`src/rtl/mstat_pkg.sv`:
```
package mstat_pkg;
  localparam int LINES = 4;
  localparam int CTS_I = 0;
  localparam int DSR_I = 1;
  localparam int RI_I  = 2;
  localparam int DCD_I = 3;

  typedef struct packed {
    logic [LINES-1:0] setFlag;
    logic             clrFlags;
  } flagCmd_t;
endpackage

```
`src/rtl/mstat_sync.sv`:
```
module mstat_sync #(
  parameter int STAGES = 2
) (
  input  logic clk,
  input  logic rstN,
  input  logic asyncIn,
  output logic syncOut
);
  logic [STAGES-1:0] chain;

  always_ff @(posedge clk or negedge rstN) begin
    if (!rstN) chain <= '0;
    else       chain <= {chain[STAGES-2:0], asyncIn};
  end

  assign syncOut = chain[STAGES-1];
endmodule

```
`src/rtl/mstat_ctrl.sv`:
```
module mstat_ctrl
  import mstat_pkg::*;
(
  input  logic [LINES-1:0] curVec,
  input  logic [LINES-1:0] prevVec,
  input  logic             rdStrobe,
  output flagCmd_t         cmd
);
  logic [LINES-1:0] setVec;

  for (genvar i = 0; i < LINES; i++) begin : g_edge
    if (i == RI_I) begin : g_trail
      assign setVec[i] = prevVec[i] & ~curVec[i];
    end else begin : g_any
      assign setVec[i] = prevVec[i] ^ curVec[i];
    end
  end

  always_comb begin
    cmd.setFlag  = setVec;
    cmd.clrFlags = rdStrobe;
  end
endmodule

```
`src/rtl/mstat_dp.sv`:
```
module mstat_dp
  import mstat_pkg::*;
#(
  parameter int SYNC_STAGES = 2
) (
  input  logic             clk,
  input  logic             rstN,
  input  logic [LINES-1:0] pinVec,
  input  logic [LINES-1:0] loopVec,
  input  logic             loopEn,
  input  flagCmd_t         cmd,
  output logic [LINES-1:0] curVec,
  output logic [LINES-1:0] prevVec,
  output logic [LINES-1:0] flags
);
  logic [LINES-1:0] syncVec;

  for (genvar i = 0; i < LINES; i++) begin : g_line
    mstat_sync #(.STAGES(SYNC_STAGES)) u_sync (
      .clk    (clk),
      .rstN   (rstN),
      .asyncIn(pinVec[i]),
      .syncOut(syncVec[i])
    );
  end

  assign curVec = loopEn ? loopVec : syncVec;

  always_ff @(posedge clk or negedge rstN) begin
    if (!rstN) begin
      prevVec <= '0;
      flags   <= '0;
    end else begin
      prevVec <= curVec;
      flags   <= (flags & ~{LINES{cmd.clrFlags}}) | cmd.setFlag;
    end
  end

  for (genvar i = 0; i < LINES; i++) begin : g_chk

    flag_sticky_chk: assert property (@(posedge clk) disable iff (!rstN)
      (flags[i] && !cmd.clrFlags) |=> flags[i]);

    flag_clear_chk: assert property (@(posedge clk) disable iff (!rstN)
      (cmd.clrFlags && !cmd.setFlag[i]) |=> !flags[i]);
    if (i == RI_I) begin : g_ri

      ri_trailing_chk: assert property (@(posedge clk) disable iff (!rstN)
        $rose(flags[i]) |-> ($past(prevVec[i]) && !prevVec[i]));
    end else begin : g_delta

      delta_change_chk: assert property (@(posedge clk) disable iff (!rstN)
        $rose(flags[i]) |-> (prevVec[i] != $past(prevVec[i])));
    end
  end
endmodule

```
`src/rtl/modem_change_detect.sv`:
```
module modem_change_detect
  import mstat_pkg::*;
#(
  parameter int SYNC_STAGES = 2
) (
  input  logic       clk,
  input  logic       rstN,
  input  logic       ctsPin,
  input  logic       dsrPin,
  input  logic       riPin,
  input  logic       dcdPin,
  input  logic       loopEn,
  input  logic       rtsCtl,
  input  logic       dtrCtl,
  input  logic       out1Ctl,
  input  logic       out2Ctl,
  input  logic       modemIntEn,
  input  logic       rdStrobe,
  output logic [7:0] statusByte,
  output logic       modemInt
);
  flagCmd_t         cmd;
  logic [LINES-1:0] curVec;
  logic [LINES-1:0] prevVec;
  logic [LINES-1:0] flags;
  logic [LINES-1:0] pinVec;
  logic [LINES-1:0] loopVec;

  assign pinVec  = {dcdPin, riPin, dsrPin, ctsPin};
  assign loopVec = {out2Ctl, out1Ctl, dtrCtl, rtsCtl};

  mstat_dp #(.SYNC_STAGES(SYNC_STAGES)) u_dp (
    .clk    (clk),
    .rstN   (rstN),
    .pinVec (pinVec),
    .loopVec(loopVec),
    .loopEn (loopEn),
    .cmd    (cmd),
    .curVec (curVec),
    .prevVec(prevVec),
    .flags  (flags)
  );

  mstat_ctrl u_ctrl (
    .curVec  (curVec),
    .prevVec (prevVec),
    .rdStrobe(rdStrobe),
    .cmd     (cmd)
  );

  assign statusByte = {prevVec, flags};
  assign modemInt   = modemIntEn & (|flags);


  int_gate_chk: assert property (@(posedge clk) disable iff (!rstN)
    !modemIntEn |-> !modemInt);

  int_rise_chk: assert property (@(posedge clk) disable iff (!rstN)
    $rose(modemInt) |-> (modemIntEn && statusByte[3:0] != 4'h0));
endmodule

```
`config.mk`:
```
export PLATFORM = sky130hd
export DESIGN_NAME = modem_change_detect
export DESIGN_NICKNAME = d
export VERILOG_FILES = /design/src/rtl/mstat_pkg.sv /design/src/rtl/mstat_sync.sv /design/src/rtl/mstat_ctrl.sv /design/src/rtl/mstat_dp.sv /design/src/rtl/modem_change_detect.sv
export SDC_FILE = /design/constraint.sdc
export NUM_CORES = 1
export LEC_CHECK = 0
export ABC_AREA = 0
export BUFFER_PORTS_ARGS = -buffer_cell sky130_fd_sc_hd__buf_2
export CORE_AREA = 3 3 40 42
export CTS_CLUSTER_DIAMETER = 100
export DETAILED_ROUTE_END_ITERATION = 8
export DIE_AREA = 0 0 43 45
export PLACE_DENSITY_LB_ADDON = 0.12
export SYNTH_ARGS = -nofsm -noshare
export SYNTH_HDL_FRONTEND = slang
export SYNTH_HIERARCHICAL = 1
export SYNTH_SLANG_ARGS = --single-unit
```
`constraint.sdc`:
```
create_clock -name clk -period 1.25 [get_ports clk]
set_input_delay 0.0625 -clock clk [delete_from_list [all_inputs] [get_ports clk]]
set_output_delay 0.0625 -clock clk [all_outputs]
set_load 0.02 [all_outputs]
```
=== Word-level counts from Yosys, hierarchy flattened ===
Index checks and enable logic that the tools add are counted.

* Register bits: 16
* Output and inout port bits: 9
* Word-level logic and storage cells: 17

* Multiplexer cells: 1
* Bitwise gates (word level): 9
* Reductions and logical operators: 1

{| class="wikitable"
|+ Operator list
! cell !! number
|-
| AND 4 bit || 1
|-
| 2-to-1 mux 4 bit || 1
|-
| inverter 4 bit || 1
|-
| bitwise OR 4 bit || 1
|-
| OR reduction 4 bit || 1
|-
| bitwise XOR 1 bit || 3
|-
| AND 1 bit || 2
|-
| inverter 1 bit || 1
|}

=== Longest topological paths before layout ===
* Depth in word-level cells: 4
* Mapped depth: 3

=== By module ===
The synthesis kept the hierarchy.

{| class="wikitable"
|+ By module, submodules not included
! module !! times used !! cells each !! area an instance (um^2)
|-
| mstat_dp || 1 || 17 || 279.0
|-
| mstat_sync || 4 || 2 || 50.0
|-
| mstat_ctrl || 1 || 5 || 40.0
|-
| modem_change_detect || 1 || 1 || 11.3
|}

=== Least setup slack after synthesis ===
OpenSTA, ideal clock, no wires.

* Path kind: register to register
* Start: reg u_dp.g_line[0].u_sync.chain[1]
* End: reg u_dp.flags[0]
* Setup time: 0.118 ns
* Arrival: 0.936 ns
* Setup slack: 0.196 ns
* Cell stages (with the launch flop): 4
* Clock period less this slack: 1.054 ns
* Cell sequence: dfrtp_1 -> mux2_1 -> xor2_1 -> a21o_1

{| class="wikitable"
|+ RTL lines
! element !! line !! RTL
|-
| start: declaration || mstat_sync.sv:9 || <nowiki>logic [STAGES-1:0] chain;</nowiki>
|-
| start signal: assignment || mstat_sync.sv:13 || <nowiki>else chain <= {chain[STAGES-2:0], asyncIn};</nowiki>
|-
| end signal: assignment || mstat_dp.sv:35 || <nowiki>flags <= (flags & ~{LINES{cmd.clrFlags}}) | cmd.setFlag;</nowiki>
|-
| end: declaration || mstat_dp.sv:14 || <nowiki>output logic [LINES-1:0] flags</nowiki>
|}

=== Worst setup path after layout ===
* Start: reg u_dp.flags[1]
* End: out modemInt

* Word-level cells in the longest chain between the ends: 2

{| class="wikitable"
|+ Ends and longest elaborated chain
! element !! line !! RTL
|-
| OR reduction 4 bit || modem_change_detect.sv:52 || <nowiki>assign modemInt = modemIntEn & (|flags);</nowiki>
|-
| AND 1 bit || modem_change_detect.sv:52 ||
|-
| end: declaration || modem_change_detect.sv:20 || <nowiki>output logic modemInt</nowiki>
|}

Every way passes these cells.

==> results.toml <==
[outcome]
outcome = "complete, but fails checks"
violations = "negative setup slack"

[logic_synthesis]
syn_inst = 31
ys_warn_count = 6
synth_top_area_frac = 0.755
synthesis.nets = 44
syn_avg_cell_area_um2 = 17.1
synth_seq_cells = 16
synth_area_um2 = 531
synth_top_area_cell = "dfrtp_1"
synthDistinctLibCells = 8
ys_seq_area_frac = 0.755
synth_area_leaders = "dfrtp_1 75%, mux2_1 8.5%, a21o_1 5.7%"

[worst_setup_path]
path_cells = "o41a_1, buf_6"
cp_max_fo = 2
critical_path_class = "flop to output port"
r2r.worst_path.cells = 3
cp_data_arrival_time_ps = 1240
critPathMaxStageDelay_ps = 440
start_kind = "flop"
cp.required_ps = 1190
slowest_stage = "o41a_1"
rr_startpoint = "u_dp/g_line[0].u_sync/chain[1]$_DFF_PN0_"
critPathCaptureType = "output port"
startpoint = "u_dp/flags[1]$_DFF_PN0_"

[global_routing]
grt_antenna_before_repair = 0
grt_pass1_vias = 352
grt_max_degree = 17
grtUsageTotal = 0.111
grt_pass1_wl_um = 1480
overflow = 0

[detailed_routing]
drt_first_pass_iters = 1
drt-vias-per-instance = 4.54
routed-wl-met2_um = 426
topRoutingLayerUsed = "met4"
drc = 0
antenna_left = 0
dr_wl_met3_um = 57
vias = 345
first_iter_violations = 0
wl_met1_um = 318
routedWlPerCell_um = 11.0
drt-total-wl_um = 834

[timing]
hold_viol = 0
fin_setup_tns_ps = -55.6
final.period_utilization = 1.04
fmax_mhz = 766
drv_slew = 0
max-slew-margin-rel = 0.779
rsz0062_at_grt = "yes"
fin_ws_ps = -55.6
finClkSkew_ps = 1.05
period_minus_slack_ps = 1310
setup_viol = 1
worst_pin_slew_ps = 332

[power]
report.power.total_uw = 1000
powerDensity_nw_per_um2 = 1360
p_leak_uw = 0.000373
peakVddDrop_mv = 0.685

[hold_path]
min_path_cells = 2
holdCritPathClass = "primary input to flop"
hold_start = "out1Ctl"

[placement]
port_buffers = 21
gp_congestion = 0.760
place_area_um2 = 647
dp.final_hpwl_um = 633
preCtsSetupSlack_ps = 168

[finish]
utilization = 0.576
antenna_cells = 0
num-fill-cells = 112
register_area_um2 = 400
final_cell_mix = "20 x buf_2, 16 x dfrtp_1, 5 x dlygate4sd3_1"
finalNetCount = 76
final_area_um2 = 741
layout_commonest_cell = "buf_2"
multi_input_comb_area_um2 = 119
syn2layout_area_growth_pct = 39.6
drive_gt1_frac = 0.443

[clock_network]
cts_tree = "done"
clkLatencyLatePin_ps = 270
cts_num_sinks = 16
cts-root-buf = "clkbuf_4"
cts_buffers = 3
clockBufferDepth = 2
clk_pin_slew_ps = 80
htreeDepth = 1

[die]
fp.coreArea_um2 = 1280
die_h_um = 45
num_rows = 13
die_area_um2 = 1940
io_pins = 22
start_util = 0.413
die_w_um = 43

[job]
cap_violations = 0
sequential cells by signal, indices dropped and copies added (netlist names):
| register | cells |
|---|---|
| u_dp/flags | 4 |
| u_dp/prevVec | 4 |
| u_dp/g_line.u_sync/chain | 8 |
cells in the mapped netlist:
master / n
inv_2: 1
dfrtp_1: 16
buf_4: 1
mux2_1: 4
nor2b_1: 1
xor2_1: 3
o41a_1: 1
a21o_1: 4
critical path, delay by kind of cell, from the launching register on:
family / cells / cell delay, ps
AO/OA/AOI/OAI: 1 / 440
buffers and inverters: 1 / 140
flip-flops: 1 / 390
area by class of cell:
cell class                      instances  area share
Timing Repair Buffer                   28       0.238
Inverter                                1     0.00507
Clock buffer                            3      0.0304
Tap cell                               15      0.0253
Multi-Input combinational cell         13       0.160
Sequential cell                        16       0.541
stage by stage:
stage | hold slack (ps) | std cells
floorplan | -233 | 31
global placement | -29.3 | 66
detailed placement | -16.4 | 66
CTS | 21.7 | 76
global route | 32.6 | 76
finish | 38.3 | 76
cell families after synthesis:
| family | Yosys count | synth area share |
|---|---|---|
| compound gates | 5 | 0.0778 |
| flops | 16 | 0.755 |
| simple gates | 1 | 0.0118 |
| mux | 4 | 0.0849 |
| buf+inv | 2 | 0.0212 |
| xor+xnor | 3 | 0.0495 |
final timing paths:
path	slack [ps]	endpoint
worst max-delay path	-60	modemInt
worst min-delay path	40	u_dp/prevVec[2]$_DFF_PN0_
worst max register to register	160	u_dp/flags[0]$_DFF_PN0_
worst min register to register	360	u_dp/g_line[3].u_sync/chain[1]$_DFF_PN0_
max in group asynchronous	790	u_dp/prevVec[1]$_DFF_PN0_
min in group asynchronous	220	u_dp/flags[0]$_DFF_PN0_
per-layer routing:
layer | global-route usage | vias up
met4 | 0.108 | 0
met1 | 0.128 | 160
met2 | 0.162 | 16
met5 | 0 | -
met3 | 0.0359 | 3
li1 | - | 166
where the power goes:
| group | switching, uW | internal [uW] | leakage (uW) | total (uW) |
|---|---|---|---|---|
| Sequential | 20.5 | 559 | 0.000184 | 580 |
| Combinational | 90.8 | 84.4 | 0.000175 | 175 |
| Clock | 137 | 112 | 0.0000138 | 249 |
timing repair:
item                                   in CTS  in global routing
endpoints found under the hold margin      20                  0
gates cloned                                0                  0
hold buffers                                5                  0
pin swaps                                   1                  1
setup endpoints to repair                   1                  1
resized for setup                           2                  0
buffers inserted                            2                  0
(Power assumes the default switching activity.)
